[config.mk]
export PLATFORM = sky130hd
export DESIGN_NAME = sram_ctl
export DESIGN_NICKNAME = d
export VERILOG_FILES = /design/src/rtl/sram_ctl_pkg.sv /design/src/rtl/sram_ctl_seq.sv /design/src/rtl/sram_ctl_pins.sv /design/src/rtl/sram_ctl.sv
export SDC_FILE = /design/constraint.sdc
export NUM_CORES = 1
export LEC_CHECK = 0
export ABC_AREA = 1
export CORE_MARGIN = 2
export CORE_UTILIZATION = 44
export CTS_CLUSTER_SIZE = 16
export DETAILED_ROUTE_END_ITERATION = 10
export GPL_TIMING_DRIVEN = 1
export PLACE_DENSITY = 0.79
export SLEW_MARGIN = 5
export SYNTH_ARGS = -nofsm -noshare
export SYNTH_HDL_FRONTEND = slang
export SYNTH_SLANG_ARGS = --single-unit
[constraint.sdc]
create_clock -name clk -period 1.6 [get_ports clk]
set_input_delay 0.32 -clock clk [delete_from_list [all_inputs] [get_ports clk]]
set_output_delay 0.32 -clock clk [all_outputs]
set_load 0.03 [all_outputs]
[src/rtl/sram_ctl_pkg.sv]
`timescale 1ns/1ps
package sram_ctl_pkg;

  typedef enum logic [2:0] {
    ST_IDLE, ST_RD, ST_RD_TURN, ST_W_PRE, ST_W_HIZ, ST_W_DAT, ST_W_REC
  } st_e;

  // selectors into the per-grade limit row
  localparam int L_AA  = 0;
  localparam int L_OE  = 1;
  localparam int L_OHZ = 2;
  localparam int L_CHZ = 3;
  localparam int L_WP  = 4;
  localparam int L_AW  = 5;
  localparam int L_DW  = 6;
  localparam int L_WR  = 7;
  localparam int L_WHZ = 8;

  // limit in ns for a speed grade; unknown grades fall back to the slowest
  function automatic int lim_ns(input int grade, input int sel);
    int row [9];
    case (grade)
      15:      row = '{15,  8,  6,  6, 12, 12,  7, 0,  8};
      17:      row = '{17,  8,  6,  6, 13, 13,  7, 0,  8};
      20:      row = '{20,  8,  8,  8, 15, 15, 10, 0, 10};
      25:      row = '{25, 12, 10, 10, 20, 20, 15, 0, 10};
      35:      row = '{35, 20, 15, 15, 30, 25, 20, 0, 13};
      45:      row = '{45, 20, 15, 15, 30, 35, 20, 5, 15};
      default: row = '{55, 25, 20, 20, 35, 45, 25, 5, 20};
    endcase
    return row[sel];
  endfunction

  function automatic int ns2cyc(input int ns, input int clk_ns);
    int c;
    c = (ns + clk_ns - 1) / clk_ns;
    return (c < 1) ? 1 : c;
  endfunction

  function automatic int imax(input int a, input int b);
    return (a > b) ? a : b;
  endfunction

endpackage

[src/rtl/sram_ctl_seq.sv]
`timescale 1ns/1ps
module sram_ctl_seq
  import sram_ctl_pkg::*;
#(
  parameter int N_RD     = 5,
  parameter int N_RTURN  = 2,
  parameter int N_PRE    = 1,
  parameter int N_HIZ    = 3,
  parameter int N_DAT    = 3,
  parameter int N_REC    = 1,
  parameter bit WR_BY_CS = 1'b0
) (
  input  logic clk,
  input  logic rst_n,
  input  logic req_valid,
  input  logic req_we,
  output logic accept,
  output st_e  state_q,
  output st_e  state_d
);
  localparam int MAXL = imax(imax(imax(N_RD, N_RTURN), imax(N_PRE, N_HIZ)), imax(N_DAT, N_REC));
  localparam int CW   = $clog2(MAXL + 1);

  logic [CW-1:0] cnt_q, cnt_d;
  logic          last;

  function automatic logic [CW-1:0] len_m1(input st_e s);
    case (s)
      ST_RD:      return CW'(N_RD - 1);
      ST_RD_TURN: return CW'(N_RTURN - 1);
      ST_W_PRE:   return CW'(N_PRE - 1);
      ST_W_HIZ:   return CW'(N_HIZ - 1);
      ST_W_DAT:   return CW'(N_DAT - 1);
      ST_W_REC:   return CW'(N_REC - 1);
      default:    return '0;
    endcase
  endfunction

  assign last   = (cnt_q == '0);
  assign accept = (state_q == ST_IDLE) && req_valid;

  always_comb begin
    state_d = state_q;
    case (state_q)
      ST_IDLE:    if (req_valid) state_d = !req_we ? ST_RD : (WR_BY_CS ? ST_W_PRE : ST_W_HIZ);
      ST_RD:      if (last) state_d = ST_RD_TURN;
      ST_RD_TURN: if (last) state_d = ST_IDLE;
      ST_W_PRE:   if (last) state_d = ST_W_HIZ;
      ST_W_HIZ:   if (last) state_d = ST_W_DAT;
      ST_W_DAT:   if (last) state_d = ST_W_REC;
      ST_W_REC:   if (last) state_d = ST_IDLE;
      default:    state_d = ST_IDLE;
    endcase
  end

  always_comb begin
    if (state_d != state_q) cnt_d = len_m1(state_d);
    else if (!last)         cnt_d = cnt_q - 1'b1;
    else                    cnt_d = cnt_q;
  end

  always_ff @(posedge clk or negedge rst_n) begin
    if (!rst_n) begin
      state_q <= ST_IDLE;
      cnt_q   <= '0;
    end else begin
      state_q <= state_d;
      cnt_q   <= cnt_d;
    end
  end

endmodule

[src/rtl/sram_ctl_pins.sv]
`timescale 1ns/1ps
module sram_ctl_pins
  import sram_ctl_pkg::*;
#(
  parameter int ADDR_W   = 17,
  parameter int DATA_W   = 8,
  parameter bit WR_BY_CS = 1'b0
) (
  input  logic              clk,
  input  logic              rst_n,
  input  st_e               state_q,
  input  st_e               state_d,
  input  logic              accept,
  input  logic [ADDR_W-1:0] req_addr,
  input  logic [DATA_W-1:0] req_wdata,
  input  logic [DATA_W-1:0] mem_dq_i,
  output logic              cs_n,
  output logic              oe_n,
  output logic              we_n,
  output logic [ADDR_W-1:0] addr,
  output logic [DATA_W-1:0] dq_o,
  output logic              dq_oe,
  output logic              rd_valid,
  output logic [DATA_W-1:0] rd_data
);
  logic cs_n_d, oe_n_d, we_n_d, dq_oe_d, capture;

  // pins are registered from the next state so strobes change on clean edges
  always_comb begin
    cs_n_d  = 1'b1;
    oe_n_d  = 1'b1;
    we_n_d  = 1'b1;
    dq_oe_d = 1'b0;
    case (state_d)
      ST_RD:    begin cs_n_d = 1'b0; oe_n_d = 1'b0; end
      ST_W_PRE: we_n_d = 1'b0;
      ST_W_HIZ: begin cs_n_d = 1'b0; we_n_d = 1'b0; end
      ST_W_DAT: begin cs_n_d = 1'b0; we_n_d = 1'b0; dq_oe_d = 1'b1; end
      ST_W_REC: begin cs_n_d = WR_BY_CS; we_n_d = !WR_BY_CS; end
      default:  ;
    endcase
  end

  assign capture = (state_q == ST_RD) && (state_d != ST_RD);

  always_ff @(posedge clk or negedge rst_n) begin
    if (!rst_n) begin
      cs_n     <= 1'b1;
      oe_n     <= 1'b1;
      we_n     <= 1'b1;
      dq_oe    <= 1'b0;
      rd_valid <= 1'b0;
    end else begin
      cs_n     <= cs_n_d;
      oe_n     <= oe_n_d;
      we_n     <= we_n_d;
      dq_oe    <= dq_oe_d;
      rd_valid <= capture;
    end
  end

  always_ff @(posedge clk or negedge rst_n) begin
    if (!rst_n) begin
      addr <= '0;
      dq_o <= '0;
    end else if (accept) begin
      addr <= req_addr;
      dq_o <= req_wdata;
    end
  end

  always_ff @(posedge clk or negedge rst_n) begin
    if (!rst_n)       rd_data <= '0;
    else if (capture) rd_data <= mem_dq_i;
  end

endmodule

[src/rtl/sram_ctl.sv]
`timescale 1ns/1ps
module sram_ctl
  import sram_ctl_pkg::*;
#(
  parameter int CLK_PERIOD_NS  = 4,
  parameter int SPEED_GRADE_NS = 20,
  parameter bit WR_BY_CS       = 1'b0,
  parameter int ADDR_W         = 17,
  parameter int DATA_W         = 8
) (
  input  logic              clk,
  input  logic              rst_n,
  input  logic              req_valid,
  output logic              req_ready,
  input  logic              req_we,
  input  logic [ADDR_W-1:0] req_addr,
  input  logic [DATA_W-1:0] req_wdata,
  output logic              rd_valid,
  output logic [DATA_W-1:0] rd_data,
  output logic              mem_cs_n,
  output logic              mem_oe_n,
  output logic              mem_we_n,
  output logic [ADDR_W-1:0] mem_addr,
  output logic [DATA_W-1:0] mem_dq_o,
  output logic              mem_dq_oe,
  input  logic [DATA_W-1:0] mem_dq_i
);
  localparam int G   = SPEED_GRADE_NS;
  localparam int CK  = CLK_PERIOD_NS;
  localparam int C_RC  = ns2cyc(G, CK);
  localparam int C_AA  = ns2cyc(lim_ns(G, L_AA), CK);
  localparam int C_OE  = ns2cyc(lim_ns(G, L_OE), CK);
  localparam int C_HZ  = imax(ns2cyc(lim_ns(G, L_OHZ), CK), ns2cyc(lim_ns(G, L_CHZ), CK));
  localparam int C_WP  = ns2cyc(lim_ns(G, L_WP), CK);
  localparam int C_AW  = ns2cyc(lim_ns(G, L_AW), CK);
  localparam int C_DW  = ns2cyc(lim_ns(G, L_DW), CK);
  localparam int C_WR  = ns2cyc(lim_ns(G, L_WR), CK);
  localparam int N_RD    = imax(imax(C_AA, C_OE), C_RC);
  localparam int N_RTURN = C_HZ;
  localparam int N_PRE   = WR_BY_CS ? 1 : 0;
  localparam int N_HIZ   = ns2cyc(lim_ns(G, L_WHZ), CK);
  localparam int N_DAT   = imax(imax(C_DW, 1), imax(C_WP - N_HIZ, C_AW - N_HIZ));
  localparam int N_REC   = imax(C_WR, C_RC - N_PRE - N_HIZ - N_DAT);

  logic [1:0] rst_sync;
  logic       rst_sync_n;
  logic       accept;
  st_e        state_q, state_d;

  // asynchronous assertion, synchronous release
  always_ff @(posedge clk or negedge rst_n) begin
    if (!rst_n) rst_sync <= 2'b00;
    else        rst_sync <= {rst_sync[0], 1'b1};
  end
  assign rst_sync_n = rst_sync[1];

  sram_ctl_seq #(
    .N_RD(N_RD), .N_RTURN(N_RTURN), .N_PRE(imax(N_PRE, 1)), .N_HIZ(N_HIZ),
    .N_DAT(N_DAT), .N_REC(imax(N_REC, 1)), .WR_BY_CS(WR_BY_CS)
  ) u_seq (
    .clk(clk), .rst_n(rst_sync_n), .req_valid(req_valid), .req_we(req_we),
    .accept(accept), .state_q(state_q), .state_d(state_d)
  );

  sram_ctl_pins #(
    .ADDR_W(ADDR_W), .DATA_W(DATA_W), .WR_BY_CS(WR_BY_CS)
  ) u_pins (
    .clk(clk), .rst_n(rst_sync_n), .state_q(state_q), .state_d(state_d),
    .accept(accept), .req_addr(req_addr), .req_wdata(req_wdata), .mem_dq_i(mem_dq_i),
    .cs_n(mem_cs_n), .oe_n(mem_oe_n), .we_n(mem_we_n), .addr(mem_addr),
    .dq_o(mem_dq_o), .dq_oe(mem_dq_oe), .rd_valid(rd_valid), .rd_data(rd_data)
  );

  assign req_ready = (state_q == ST_IDLE);

endmodule

==> summary.md, run 1 <==
| Metric | Value |
|---|---|
| Outcome | `complete, but fails checks` |
| Failing checks | `negative setup slack` |
| NumNets Final | `approximately 300` |
| Clk root buf | `clkbuf_8` |
| Power, Total | `about 0.007 W` |
| Final count of negative-setup-slack endpoints | `1` |
| Initial core utilization | `0.460` |
| CTS tree | `yes` |
| H-tree depth | `2` |
| Clock buffer depth | `2` |
| Synth Instances | `about 170` |
| Psw | `between 0.003 and 0.004 W` |
| Max-cap violations | `0` |
| VDD IR max | `~0.001 V` |
| Slowest stage delay, CP | `around 0.46 ns` |
| Clk network pwr share | `0.125` |
| Detailed placer's ending HPWL | `a little over 3000 microns` |
| Pre-CTS setup slack | `-0.108 ns` |
| Critical path type | `reg -> reg` |
| DRC | `0` |
| Worst path cell trace | `nor2_1 -> nand3_1 -> nand3_1 -> nand2_2 -> buf_4 -> nand4_1 -> nand2_1` |
| Crit-path max FO | `6` |
| Syn Area/Cell | `between 10 and 15 sq um` |
| Pre-antenna DRT Iters | `4` |
| Drt total wl | `between 4000 and 5000 microns` |
| Slowest-stage cell, CP | `dfrtp_1` |
| Inserted Diodes | `0` |
| Layout cell share with drive strength beyond 1 | `0.312` |
| I/O Pins | `76` |
| P_leak | `roughly 1.6 nW` |
| Largest net degree at the start of global routing | `28` |
| R2R Path Start | `u_seq.state_q[0]` |
| Vias per cell | `approximately 4.9` |
| Reg2reg end | `u_seq.cnt_q[1]` |
| Crit-path most repeated cell | `nand3_1` |
| Synth Net Count | `between 200 and 250` |
| Final ANT Viol Nets | `0` |
| Worst reg-to-reg path cell count | `7` |
| Largest cells by area after synthesis | `dfrtp_1 53%, mux2_4 15%, nand2_1 7.6%` |
| Synth Flop Type | `dfrtp_1` |
| Clock latency on the worst-skew pair | `around 0.31 ns` |
| Routability congestion estimate | `0.909` |
| Most frequent cell after synthesis | `dfrtp_1` |
| Startpoint types | `flip-flop` |
| Die Area | `between 5000 and 6000 sq um` |
| Slew Viols, Final | `0` |
| RSZ-0062 raised after global routing | `true` |
| Post-synth top area cell | `dfrtp_1` |
| Period minus WS final | `between 1.5 and 2 ns` |
| Commonest cells in the netlist | `43 x dfrtp_1, 41 x nand2_1, 20 x mux2_4` |
| Cell internal pwr | `between 0.004 and 0.005 W` |
| PwrDens | `between 2000 and 2500 nW/um^2` |
| Clk slew on worst S/H paths | `around 0.10 ns` |
| Cell variety after synth | `28` |
| Number of fill cells | `between 300 and 400` |
| Routed vias | `roughly 1500` |
| Multi-input gate area | `843 sq um` |
| Worst EP required | `approximately 1.8 ns` |
| Tot GR Track Use | `0.180` |
| Die width | `approximately 72 microns` |
| Setup Total Neg Slack | `-0.000887 ns` |
| Post-synth EDFFs | `0` |
| Initial antenna violation count | `0` |
| Final hold vios | `0` |
| Num CTS Buffers | `5` |
| Congestion Overflow GR | `0` |
| Synth-to-Final Area Change | `53.9%` |
| WL per Instance | `about 14 microns` |
| Mapped cell area | `approximately 2000 sq um` |
| Crit path capture type | `flip-flop` |
| Share of power burned in registers | `0.298` |
| Final Skew | `0.0128 ns` |
| Vias in the first global route | `roughly 1500` |
| First-pass GRT wire length | `7140 microns` |
| Critical Path AT | `~1.8 ns` |
| F_max | `between 600 and 700 MHz` |
| Type of the tightest min-delay check | `in -> async` |
| Finished Layout Cells | `315` |
| Post-CTS Hold Fix Bufs | `0` |
| Register area | `1160 sq um` |
| Violation count after the first detailed-route iteration | `between 70 and 80` |
| Sw Share | `0.432` |
| Synthesis-stage register bit count | `between 40 and 50` |
| Async SR Flop Fraction | `1.00` |
| Die height | `between 70 and 80 microns` |
| Final worst slack | `-0.000887 ns` |
| Top cell type's share of synthesized area | `0.534` |
| Combinational share of power | `0.577` |
| CTS sink cnt | `46` |
| Placed instance count | `301` |
| Rows | `24` |
| I/O Buffers | `75` |
| Sequential fraction of the synthesis area | `0.573` |
| Core area | `4380 sq um` |
| Tcrit/Tclk final | `1.00` |
| Yosys Warn Count | `0` |
| R2R Setup Slk | `-0.0009 ns` |
sequential cells by signal (all words and copies together) (netlist names):
name / count
u_pins.addr: 17
rst_sync: 2
u_pins.dq_o: 8
u_pins.rd_valid: 1
u_pins.oe_n: 1
u_pins.dq_oe: 1
u_pins.we_n: 1
u_seq.state_q: 3
u_pins.rd_data: 8
u_pins.cs_n: 1
u_seq.cnt_q: 3
layout make-up:
type	instances	area share
Timing Repair Buffer	91	0.279
Tap cell	52	0.0210
Sequential cell	46	0.373
Clock inverter	3	0.0141
Multi-Input combinational cell	105	0.272
Clock buffer	5	0.0222
Inverter	13	0.0186
routing by layer:
layer	vias up	track usage	part of all wire
li1	736	-	-
met1	721	0.226	0.40
met2	68	0.295	0.50
met3	6	0.0703	0.087
met4	0	0.0440	0.0076
met5	-	0	0
critical path: cells and delay by family (launching register included):
family        cells  cell delay (ns)
flops             1             0.46
buf+inv           1             0.15
simple gates      6             0.91
placed cells by master, fill, tap and decap left out, types with 2 or more instances in the layout:
master and count:
a21oi_1 2, buf_12 3, buf_4 12, buf_6 2, clkbuf_8 5, clkdlybuf4s50_1 36, dfrtp_1 41, dfrtp_2 2
dfstp_2 3, dlygate4sd2_1 38, ha_4 2, inv_1 8, inv_2 3, inv_6 2, mux2_2 5, mux2_4 20
nand2_1 37, nand2_2 4, nand2_4 2, nand3_1 6, nand3_2 3, nand4_1 3, nor2_1 7, nor2_4 2
or2_2 2
power by group through the flow:
stage | combinational, W | clock [W] | sequential, W
6_report | 0.00406 | 0.000880 | 0.00210
3_3_place_gp | 0.00397 | 0 | 0.00211
5_1_grt | 0.00433 | 0.000944 | 0.00217
2_1_floorplan | 0.00160 | 0 | 0.00303
4_1_cts | 0.00388 | 0.000896 | 0.00209
3_5_place_dp | 0.00406 | 0 | 0.00212
cell families after synthesis:
family | after synthesis | share of synthesized area
simple gates | 69 | 0.165
buf+inv | 17 | 0.0428
fa+ha+maj | 2 | 0.0124
mux | 25 | 0.177
flops | 46 | 0.573
xor+xnor | 1 | 0.00435
other cells | 1 | 0.00186
compound gates | 7 | 0.0236
worst max-delay path by stage:
stage / slack [ns] / cells after the start / endpoint / start
3_5_place_dp: -0.11 / 10 / u_seq.cnt_q[2] / req_valid
4_1_cts: 0.01 / 4 / req_ready / u_seq.state_q[1]
5_1_grt: -0.06 / 10 / u_seq.cnt_q[1] / u_seq.cnt_q[0]
2_1_floorplan: 0.009 / 11 / u_seq.cnt_q[1] / u_seq.cnt_q[0]
3_3_place_gp: -0.05 / 10 / u_seq.cnt_q[2] / req_valid
6_report: -0.0009 / 7 / u_seq.cnt_q[1] / u_seq.state_q[0]
stage by stage:
stage / hold slack, ns / area (sq um) / util
3_5_place_dp: 0.213 / 2910 / 0.663
3_3_place_gp: 0.213 / 2910 / 0.663
4_1_cts: 0.165 / 3030 / 0.691
2_1_floorplan: 0.0244 / 2020 / -
6_report: 0.167 / 3100 / 0.707
5_1_grt: 0.165 / 3100 / 0.707
repair_timing:
action,in CTS,in global routing
setup endpoints to repair,52,8
resized for setup,44,17
cloned,0,0
buffers inserted,5,1
pin swaps,3,11
(Power assumes the default switching activity.)
==> run 2, diff against run 1 <==
- RECOVER_POWER: unset -> 100
==> summary.md, run 2 (synthesized netlist as in run 1, its figures left out) <==
| Metric | Value |
|---|---|
| Inserted Diodes | `0` |
| I/O Pins | `between 70 and 80` |
| Critical Path AT | `1.81 ns` |
| Drt total wl | `4420 microns` |
| Post-CTS Hold Fix Bufs | `0` |
| I/O Buffers | `75` |
| Tcrit/Tclk final | `0.999` |
| PwrDens | `around 2300 nW/um^2` |
| Type of the tightest min-delay check | `in -> async` |
| Period minus WS final | `1.60 ns` |
| WL per Instance | `about 14 microns` |
| Placed inst area | `between 2000 and 3000 sq um` |
| Slew @ Worst Pin | `approximately 0.75 ns` |
| CTS sink cnt | `46` |
| Crit-path max FO | `6` |
| Slowest stage delay, CP | `about 0.46 ns` |
| Violation count after the first detailed-route iteration | `a little under 100` |
| Slowest-stage cell, CP | `dfrtp_1` |
| Crit path from | `u_seq.state_q[0]` |
| CP delay by family, top | `simple AND/OR/NAND/NOR gates` |
| VDD IR max | `0.000977 V` |
| Startpoint types | `flip-flop` |
| Num CTS Buffers | `5` |
| RSZ-0062 raised after global routing | `true` |
| Slew Viols, Final | `0` |
| Critical Path Stages | `7` |
| CTS tree | `yes` |
| Rows | `24` |
| Initial antenna violation count | `0` |
| Max_slew headroom | `0.499` |
| Setup Total Neg Slack | `0 ns` |
| Largest net degree at the start of global routing | `28` |
| Routed vias | `1515` |
| Final count of negative-setup-slack endpoints | `0` |
| Final worst slack | `~0.0015 ns` |
| Tot GR Track Use | `0.180` |
| Vias per cell | `~4.8` |
| Reg2reg end | `u_seq.cnt_q[1]` |
| R2R Path Start | `u_seq.state_q[0]` |
| Final ANT Viol Nets | `0` |
| R2R Setup Slk | `0.002 ns` |
| Pre-antenna DRT Iters | `4` |
| Congestion Overflow GR | `0` |
| NumNets Final | `301` |
| Die Area | `5140 sq um` |
| Number of fill cells | `334` |
| Worst reg-to-reg path cell count | `7` |
| Critical path type | `reg -> reg` |
| Initial core utilization | `0.460` |
| P_leak | `around 1.5 nW` |
| Clock latency on the worst-skew pair | `0.31 ns` |
| Max-cap violations | `0` |
| Clock buffer depth | `2` |
| Worst EP required | `about 1.8 ns` |
| Regs by FF count | `u_pins.addr (17), u_pins.dq_o (8), u_pins.rd_data (8)` |
| Final Skew | `between 0.01 and 0.015 ns` |
| Crit-path most repeated cell | `nand3_1` |
| Die height | `between 70 and 80 microns` |
| Detailed placer's ending HPWL | `3100 microns` |
| Synth-to-Final Area Change | `50.8%` |
| Routability congestion estimate | `roughly 0.91` |
| Outcome | `completed` |
| F_max | `~630 MHz` |
| Worst path cell trace | `nor2_1 -> nand3_1 -> nand3_1 -> nand2_2 -> buf_4 -> nand4_1 -> nand2_1` |
| DRC | `0` |
| Clk root buf | `clkbuf_8` |
| Vias in the first global route | `1543` |
| H-tree depth | `2` |
| Leading cell type in the layout, fill and taps excluded | `dfrtp_1` |
| Clk slew on worst S/H paths | `about 0.10 ns` |
| Power, Total | `about 0.007 W` |
| Buf/Inv on CP | `1` |
| Fin area | `slightly above 3000 sq um` |
| Die width | `71.7 microns` |
| First-pass GRT wire length | `~7000 microns` |
| Crit path capture type | `flip-flop` |
| Commonest non-fill, non-tap cells in the layout | `42 x dfrtp_1, 38 x dlygate4sd2_1, 37 x nand2_1` |
| Final hold vios | `0` |
| Layout cell share with drive strength beyond 1 | `0.285` |
| Largest reg by FF count | `u_pins.addr` |
| Max reg flops | `17` |
| Pre-CTS setup slack | `-0.108 ns` |
| Setup crit end | `u_seq.cnt_q[1]` |
| Core area | `between 4000 and 5000 sq um` |
| Final core occ | `0.693` |
[run 2: changes by cell type in the layout (fill, tap and decap cells not counted), sizes merged]
cell / change
buf: -1
dlygate4sd3: +1
clkdlybuf4s50: -1
clkbuf: +1
[run 2: final cells by class]
cell class | instances | area (sq um) | area share
clock buffer | 5 | 68.8 | 0.0226
clock inverter | 3 | 43.8 | 0.0144
inverter | 13 | 57.6 | 0.0189
multi-input combinational | 105 | 807 | 0.266
sequential | 46 | 1160 | 0.380
tap | 52 | 65.1 | 0.0214
timing repair buffer | 91 | 841 | 0.277
[run 2: per-layer routing]
metal | wire, microns | track usage | vias to the layer above
met5 | 0 | 0 | -
met4 | 27 | 0.0440 | 0
met3 | 380 | 0.0703 | 4
met1 | 1780 | 0.226 | 718
li1 | - | - | 729
met2 | 2240 | 0.295 | 64
[run 2: how the worst min path moves through the flow]
stage,from,to,slack [ns],cells after the start
after floorplan,rst_n,rst_sync[0],0.02,0
after global placement,rst_sync[1],u_pins.dq_o[3],0.21,0
after detailed placement,rst_sync[1],u_pins.dq_o[1],0.21,0
after CTS,rst_n,rst_sync[0],0.17,1
after global routing,rst_n,rst_sync[1],0.23,1
final,rst_n,rst_sync[1],0.24,1
[run 2: what timing repair did]
item                       4_1_cts  5_1_grt
setup endpoints to repair       52        8
gates resized for setup         44       17
pin swaps                        3       11
setup buffers                    5        1
[run 2: where the power goes]
part,internal [W],switching [W]
Combinational,0.00164,0.00224
Sequential,0.00175,0.000337
Clock,0.000468,0.000412
[run 2: through the flow]
stage	hold WS (ns)	instances
6_report	0.238	315
4_1_cts	0.165	314
3_5_place_dp	0.213	301
3_3_place_gp	0.213	301
5_1_grt	0.235	315
2_1_floorplan	0.0244	168
